$ cat config.mk
export PLATFORM = sky130hd
export DESIGN_NAME = evq_proc
export DESIGN_NICKNAME = d
export VERILOG_FILES = /design/src/rtl/evq_pkg.sv /design/src/rtl/evq_timer_bank.sv /design/src/rtl/evq_queue.sv /design/src/rtl/evq_fsm.sv /design/src/rtl/evq_proc.sv
export SDC_FILE = /design/constraint.sdc
export NUM_CORES = 1
export LEC_CHECK = 0
export CORE_MARGIN = 1.5
export CORE_UTILIZATION = 60
export DETAILED_ROUTE_END_ITERATION = 8
export PLACE_DENSITY = 0.86
export SYNTH_ARGS = -nofsm -noshare
export SYNTH_HDL_FRONTEND = slang
export SYNTH_HIERARCHICAL = 1
export SYNTH_SLANG_ARGS = --single-unit
$ cat constraint.sdc
create_clock -name clk_i -period 16.47 [get_ports clk_i]
set_input_delay 3.294 -clock clk_i [delete_from_list [all_inputs] [get_ports clk_i]]
set_output_delay 3.294 -clock clk_i [all_outputs]
set_load 0.02 [all_outputs]
$ cat src/rtl/evq_pkg.sv
package evq_pkg;

    localparam int CODE_W = 3;

    typedef enum logic [1:0] {
        ST_IDLE  = 2'd0,
        ST_ARMED = 2'd1,
        ST_RUN   = 2'd2
    } state_e;

    localparam logic [CODE_W-1:0] MSG_START = 3'd1;
    localparam logic [CODE_W-1:0] MSG_ACK   = 3'd2;
    localparam logic [CODE_W-1:0] MSG_STOP  = 3'd3;

    // timer indices used by the transition table
    localparam logic [CODE_W-1:0] TMR_ARM  = 3'd0;
    localparam logic [CODE_W-1:0] TMR_IDLE = 3'd1;

    typedef struct packed {
        logic              tmr;
        logic [CODE_W-1:0] code;
    } entry_t;

    // true when the entry is a timer message whose timer is flagged in mask
    function automatic logic tmr_hit(entry_t e, logic [7:0] mask);
        return e.tmr && mask[e.code];
    endfunction

endpackage

$ cat src/rtl/evq_timer_bank.sv
module evq_timer_bank #(
    parameter int N_TMR = 2,
    parameter int DUR_W = 8
) (
    input  logic                        clk_i,
    input  logic                        rst_ni,
    input  logic [N_TMR-1:0]            set_i,
    input  logic [N_TMR-1:0]            clr_i,
    input  logic [N_TMR-1:0][DUR_W-1:0] dur_i,
    input  logic [N_TMR-1:0]            acc_i,
    output logic [N_TMR-1:0]            fire_o
);

    for (genvar t = 0; t < N_TMR; t++) begin : g_tmr
        logic [DUR_W-1:0] cnt_q;
        logic             run_q;
        logic             pend_q;
        logic             expire;

        assign expire    = run_q && (cnt_q == DUR_W'(1));
        // a command this cycle suppresses any expiry of the same timer
        assign fire_o[t] = !set_i[t] && !clr_i[t] && (pend_q || expire);

        always_ff @(posedge clk_i or negedge rst_ni) begin
            if (!rst_ni) begin
                cnt_q  <= '0;
                run_q  <= 1'b0;
                pend_q <= 1'b0;
            end else if (clr_i[t]) begin
                run_q  <= 1'b0;
                pend_q <= 1'b0;
            end else if (set_i[t]) begin
                run_q  <= 1'b1;
                pend_q <= 1'b0;
                cnt_q  <= (dur_i[t] == '0) ? DUR_W'(1) : dur_i[t];
            end else begin
                if (run_q) begin
                    if (expire) run_q <= 1'b0;
                    else        cnt_q <= cnt_q - DUR_W'(1);
                end
                pend_q <= fire_o[t] && !acc_i[t];
            end
        end
    end

endmodule

$ cat src/rtl/evq_queue.sv
module evq_queue
    import evq_pkg::*;
#(
    parameter int DEPTH = 8,
    parameter int N_TMR = 2,
    localparam int CNT_W = $clog2(DEPTH + 1),
    localparam int IDX_W = (DEPTH > 1) ? $clog2(DEPTH) : 1
) (
    input  logic              clk_i,
    input  logic              rst_ni,
    input  logic              pop_i,
    input  logic [N_TMR-1:0]  kill_i,
    input  logic              wr_vld_i,
    input  logic [CODE_W-1:0] wr_code_i,
    input  logic [N_TMR-1:0]  tmr_req_i,
    output entry_t            head_o,
    output logic [CNT_W-1:0]  cnt_o,
    output logic              wr_rdy_o,
    output logic [N_TMR-1:0]  tmr_acc_o
);

    entry_t           q_q [DEPTH];
    entry_t           q_d [DEPTH];
    logic [CNT_W-1:0] cnt_q;
    logic [CNT_W-1:0] n_c;
    logic [7:0]       kill_m;

    assign kill_m   = 8'(kill_i);
    assign head_o   = q_q[0];
    assign cnt_o    = cnt_q;
    assign wr_rdy_o = cnt_q < CNT_W'(DEPTH);

    // rebuild the queue in order: survivors, then the external write, then expiries
    always_comb begin
        q_d       = q_q;
        n_c       = '0;
        tmr_acc_o = '0;
        for (int i = 0; i < DEPTH; i++) begin
            if (CNT_W'(i) < cnt_q && !(i == 0 && pop_i) && !tmr_hit(q_q[i], kill_m)) begin
                q_d[n_c[IDX_W-1:0]] = q_q[i];
                n_c = n_c + CNT_W'(1);
            end
        end
        if (wr_vld_i && wr_rdy_o) begin
            q_d[n_c[IDX_W-1:0]] = '{tmr: 1'b0, code: wr_code_i};
            n_c = n_c + CNT_W'(1);
        end
        for (int t = 0; t < N_TMR; t++) begin
            if (tmr_req_i[t] && n_c < CNT_W'(DEPTH)) begin
                q_d[n_c[IDX_W-1:0]] = '{tmr: 1'b1, code: CODE_W'(t)};
                n_c = n_c + CNT_W'(1);
                tmr_acc_o[t] = 1'b1;
            end
        end
    end

    always_ff @(posedge clk_i or negedge rst_ni) begin
        if (!rst_ni) begin
            cnt_q <= '0;
            for (int i = 0; i < DEPTH; i++) q_q[i] <= '0;
        end else begin
            cnt_q <= n_c;
            q_q   <= q_d;
        end
    end

endmodule

$ cat src/rtl/evq_fsm.sv
module evq_fsm
    import evq_pkg::*;
(
    input  logic            clk_i,
    input  logic            rst_ni,
    input  logic            head_ok_i,
    input  entry_t          head_i,
    output state_e          state_o,
    output logic            take_o,
    output logic            drop_o,
    output logic [CODE_W:0] code_o,
    output logic            arm_o,
    output logic            disarm_o
);

    state_e st_q, st_d;
    logic   hit;
    logic   ext_msg, tmr_msg;

    assign ext_msg = !head_i.tmr;
    assign tmr_msg =  head_i.tmr;

    // transition table
    always_comb begin
        st_d     = st_q;
        hit      = 1'b0;
        arm_o    = 1'b0;
        disarm_o = 1'b0;
        if (head_ok_i) begin
            unique case (st_q)
                ST_IDLE: begin
                    if (ext_msg && head_i.code == MSG_START) begin   // ARM
                        st_d = ST_ARMED; hit = 1'b1; arm_o = 1'b1;
                    end
                end
                ST_ARMED: begin
                    if (ext_msg && head_i.code == MSG_ACK) begin     // CONFIRM
                        st_d = ST_RUN; hit = 1'b1; disarm_o = 1'b1;
                    end else if (ext_msg && head_i.code == MSG_STOP) begin // ABORT
                        st_d = ST_IDLE; hit = 1'b1; disarm_o = 1'b1;
                    end else if (tmr_msg && head_i.code == TMR_ARM) begin  // EXPIRE
                        st_d = ST_IDLE; hit = 1'b1;
                    end
                end
                ST_RUN: begin
                    if (ext_msg && head_i.code == MSG_STOP) begin    // HALT
                        st_d = ST_IDLE; hit = 1'b1;
                    end else if (tmr_msg && head_i.code == TMR_IDLE) begin // IDLEOUT
                        st_d = ST_IDLE; hit = 1'b1;
                    end
                end
                default: st_d = ST_IDLE;
            endcase
        end
    end

    // state register
    always_ff @(posedge clk_i or negedge rst_ni) begin
        if (!rst_ni) st_q <= ST_IDLE;
        else         st_q <= st_d;
    end

    // output register
    always_ff @(posedge clk_i or negedge rst_ni) begin
        if (!rst_ni) begin
            take_o <= 1'b0;
            drop_o <= 1'b0;
            code_o <= '0;
        end else begin
            take_o <= head_ok_i && hit;
            drop_o <= head_ok_i && !hit;
            if (head_ok_i) code_o <= head_i;
        end
    end

    assign state_o = st_q;

endmodule

$ cat src/rtl/evq_proc.sv
module evq_proc
    import evq_pkg::*;
#(
    parameter int DEPTH   = 8,
    parameter int N_TMR   = 2,
    parameter int DUR_W   = 8,
    parameter int ARM_DUR = 6,
    localparam int TIW    = (N_TMR > 1) ? $clog2(N_TMR) : 1,
    localparam int CNT_W  = $clog2(DEPTH + 1)
) (
    input  logic              clk_i,
    input  logic              rst_ni,
    input  logic              step_i,
    input  logic              wr_vld_i,
    input  logic [CODE_W-1:0] wr_code_i,
    output logic              wr_rdy_o,
    input  logic              tset_i,
    input  logic              tclr_i,
    input  logic [TIW-1:0]    tidx_i,
    input  logic [DUR_W-1:0]  tdur_i,
    output logic [1:0]        state_o,
    output logic              take_o,
    output logic              drop_o,
    output logic [CODE_W:0]   code_o
);

    logic [N_TMR-1:0]            p_set, p_clr, f_set, f_clr, t_set, t_clr;
    logic [N_TMR-1:0]            fire, acc;
    logic [N_TMR-1:0][DUR_W-1:0] dur;
    entry_t                      head;
    logic [CNT_W-1:0]            cnt;
    logic                        pop, head_ok, arm, disarm;
    state_e                      st;

    // port commands beat transition actions; stop beats set
    for (genvar t = 0; t < N_TMR; t++) begin : g_cmd
        assign p_clr[t] = tclr_i && (tidx_i == TIW'(t));
        assign p_set[t] = tset_i && !tclr_i && (tidx_i == TIW'(t));
        if (t == 0) begin : g_arm
            assign f_set[t] = arm;
            assign f_clr[t] = disarm;
        end else begin : g_none
            assign f_set[t] = 1'b0;
            assign f_clr[t] = 1'b0;
        end
        assign t_set[t] = p_set[t] | (f_set[t] & ~(p_set[t] | p_clr[t]));
        assign t_clr[t] = p_clr[t] | (f_clr[t] & ~(p_set[t] | p_clr[t]));
        assign dur[t]   = p_set[t] ? tdur_i : DUR_W'(ARM_DUR);
    end

    assign pop     = step_i && (cnt != '0);
    // a head purged by a port command this cycle is dropped silently
    assign head_ok = pop && !tmr_hit(head, 8'(p_set | p_clr));

    evq_timer_bank #(.N_TMR(N_TMR), .DUR_W(DUR_W)) tmr_i (
        .clk_i  (clk_i),
        .rst_ni (rst_ni),
        .set_i  (t_set),
        .clr_i  (t_clr),
        .dur_i  (dur),
        .acc_i  (acc),
        .fire_o (fire)
    );

    evq_queue #(.DEPTH(DEPTH), .N_TMR(N_TMR)) q_i (
        .clk_i     (clk_i),
        .rst_ni    (rst_ni),
        .pop_i     (pop),
        .kill_i    (t_set | t_clr),
        .wr_vld_i  (wr_vld_i),
        .wr_code_i (wr_code_i),
        .tmr_req_i (fire),
        .head_o    (head),
        .cnt_o     (cnt),
        .wr_rdy_o  (wr_rdy_o),
        .tmr_acc_o (acc)
    );

    evq_fsm fsm_i (
        .clk_i     (clk_i),
        .rst_ni    (rst_ni),
        .head_ok_i (head_ok),
        .head_i    (head),
        .state_o   (st),
        .take_o    (take_o),
        .drop_o    (drop_o),
        .code_o    (code_o),
        .arm_o     (arm),
        .disarm_o  (disarm)
    );

    assign state_o = st;

endmodule

==> results.py <==
metrics = {
    "drt": {
        "drc": 0,
        "wl_met3_mm": 2.77,
        "drtIter0Drc": 1081,
        "detail_route.wl_per_cell_um": 22.4,
        "top_signal_layer_used": "met4",
        "wl_met2_mm": 10.5,
        "ant_nets": 0,
        "drtPass1Iterations": 7,
        "wl_met1_mm": 9.84,
        "wl_mm": 24.2,
        "vias_per_cell": 7.10,
        "route.vias.total": 7657,
    },
    "synthesis": {
        "ys_ff_latch": 64,
        "yosysSeqAreaShare_pct": 21.5,
        "synthTopCellsByCount": "nand2_1 (94), nor2_1 (70), dfrtp_1 (64), mux2i_1 (41)",
        "ys_top_cells_by_area": "dfrtp_1 (22%), mux2i_1 (5.5%), mux2_2 (5.4%), nand2_1 (4.7%), nor2_1 (3.5%)",
        "synth-edff-count": 0,
        "async_reset_ff_share_pct": 100,
        "synth-main-ff-cell": "dfrtp_1",
        "syn_avg_cell_area_um2": 8.16,
        "synth.most_common_cell": "nand2_1",
        "ys_types": 110,
        "ys_warn_count": 6,
        "netlist_area_um2": 7450,
        "synth_area_leader_cell": "dfrtp_1",
        "synth_cells": 913,
        "synthesis.nets": 947,
        "synth.top_cell.area_share_pct": 21.5,
    },
    "layout": {
        "multiInputGateArea_um2": 5460,
        "seq_area_um2": 1600,
        "syn_to_final_growth_pct": 7.49,
        "drive_gt1_share_pct": 13.2,
        "post-route-util_pct": 66.4,
        "num-fill-cells": 986,
        "finalNetCount": 938,
    },
    "critical_path": {
        "cp.arrival_ns": 14.45,
        "ff2ff_path_depth": 42,
        "cp_slowest_stage_delay_ns": 0.67,
        "end_kind": "flop",
        "cp_common_cell": "ha_1",
        "crit_required_ns": 16.70,
        "cp-start-kind": "input port",
        "critPathSlowestCell": "or4b_1",
        "worstSetupPathType": "input port to flop",
        "reg2reg_setup_slack_ns": 4.83,
        "r2r-start": "q_i/head_o[3]$_DFF_PN0_",
        "crit_fanout": 10,
        "rr_endpoint": "q_i/cnt_o[2]$_DFF_PN0_",
    },
    "clock_network": {
        "clock_latency_ns": 0.34,
        "cts.sinks": 64,
        "cts_root_buf": "clkbuf_16",
        "cts_buffers": 9,
        "cts-resized-gates": 0,
        "cts_buffer_depth": 2,
        "hold_buffers": 0,
        "cts_setup_buffers": 0,
        "path_clk_slew_ns": 0.06,
        "cts_htree_levels": 3,
        "cts_tree": "done",
    },
    "floorplanning": {
        "initial_core_util_pct": 61.7,
        "die_y_um": 114,
        "core.rowCount": 40,
        "num_io_pins": 27,
        "coreArea_um2": 12100,
        "die_w_um": 114,
        "die_area_um2": 13100,
    },
    "sta": {
        "worstMarginPinSlew_ns": 1.33,
        "maxSlewViolCount": 0,
        "period_needed_ns": 14.22,
        "fin_crit_sh_pct": 86.3,
        "max_freq_mhz": 70.3,
        "maxSlewHeadroom_pct": 10.7,
        "tns_ns": 0,
        "hold_viol": 0,
        "rsz0062_at_grt": "false",
        "skew_ns": 0.00722,
        "finalSetupViolCount": 0,
        "worst_slack_ns": 2.25,
    },
    "hold_path": {
        "hold_path_depth": 1,
        "holdCritStartpoint": "fsm_i/code_o[2]$_DFFE_PN0P_",
        "hold_path_class": "flop to flop",
        "worstHoldEndpoint": "fsm_i/code_o[2]$_DFFE_PN0P_",
    },
    "grt": {
        "antenna_found_initial": 1,
        "track_usage_pct": 37.8,
        "grt_pass1_wl_mm": 38.3,
        "overflow": 0,
        "grt_max_degree": 65,
        "grt_pass1_vias": 7084,
    },
    "placement": {
        "gp_congestion": 1.01,
        "dp_hpwl_mm": 17.6,
        "pre_cts_ws_ns": 2.30,
        "port_buffers": 26,
    },
    "status": {
        "status": "finished, final reports clean",
    },
    "run": {
        "drv_cap": 0,
    },
}
kinds of logic after synthesis:
logic type / share of synthesized area, %
AO/OA/AOI/OAI: 29.9
flip-flops: 21.5
adder cells (fa/ha/maj): 2.69
XOR/XNOR: 4.00
buffers and inverters: 5.23
AND/OR/NAND/NOR: 25.4
multiplexers: 11.4
metal layers:
metal	GRT usage, %	vias to the layer above
met2	57.3	518
met1	50.8	3589
li1	-	3447
met4	18.8	0
met5	0	-
met3	8.68	103
cell type report:
type	instances	area share, %
flip-flops and latches	64	20.0
repair buffers	31	3.66
inverters	36	1.72
well taps	168	2.63
multi-input cells	762	68.2
diodes	1	0.0313
clock inverters	7	0.985
clock buffers	9	2.81
placed cells by master, fill, tap and decap left out, types with 25 or more instances in the layout:
| cell | Yosys | final |
|---|---|---|
| clkdlybuf4s50_1 | 0 | 25 |
| mux2i_1 | 41 | 41 |
| o211ai_1 | 25 | 25 |
| nand3_1 | 40 | 40 |
| o21ai_0 | 37 | 37 |
| mux2_2 | 36 | 36 |
| nor3_1 | 25 | 25 |
| a21oi_1 | 40 | 40 |
| inv_1 | 32 | 32 |
| nor2_1 | 70 | 70 |
| nand2_1 | 94 | 94 |
| dfrtp_1 | 64 | 64 |
worst max-delay path: cells and delay by family:
| kind | cells | cell delay [ns] |
|---|---|---|
| AND/OR/NAND/NOR | 13 | 2.69 |
| adder cells (fa/ha/maj) | 7 | 1.99 |
| buffers and inverters | 7 | 1.25 |
| XOR/XNOR | 1 | 0.20 |
| AO/OA/AOI/OAI | 13 | 4.44 |
| multiplexers | 2 | 0.60 |
how the worst max path moves through the flow:
| stage | start | to | slack [ns] | cells past startpoint |
|---|---|---|---|---|
| after floorplan | tidx_i | q_i/q_q[15]$_DFF_PN0_ | 4.27 | 45 |
| after global placement | tidx_i | q_i/cnt_o[2]$_DFF_PN0_ | 2.81 | 43 |
| after detailed placement | tidx_i | q_i/cnt_o[2]$_DFF_PN0_ | 2.30 | 43 |
| after CTS | tidx_i | q_i/cnt_o[2]$_DFF_PN0_ | 2.59 | 43 |
| after global routing | tidx_i | q_i/cnt_o[2]$_DFF_PN0_ | 1.74 | 43 |
| final | tidx_i | q_i/cnt_o[2]$_DFF_PN0_ | 2.25 | 43 |
through the flow:
| stage | hold WS [ns] | std cells | cell area (µm²) |
|---|---|---|---|
| floorplan | 0.494 | 913 | 7450 |
| global placement | 0.502 | 1061 | 7700 |
| detailed placement | 0.505 | 1061 | 7700 |
| CTS | 0.519 | 1077 | 8000 |
| global route | 0.533 | 1077 | 8000 |
| finish | 0.514 | 1078 | 8010 |
sequential cells by signal, indices dropped and copies added (netlist names):
register and cells:
fsm_i/take_o 1, tmr_i/g_tmr.cnt_q 16, fsm_i/code_o 4, tmr_i/g_tmr.run_q 2, fsm_i/state_o 2, q_i/q_q 28
q_i/cnt_o 4, tmr_i/g_tmr.pend_q 2, fsm_i/drop_o 1, q_i/head_o 4
Power is left out: the tool's default activity adds up to more than one toggle a clock period on the data nets, which glitch-free logic cannot reach.
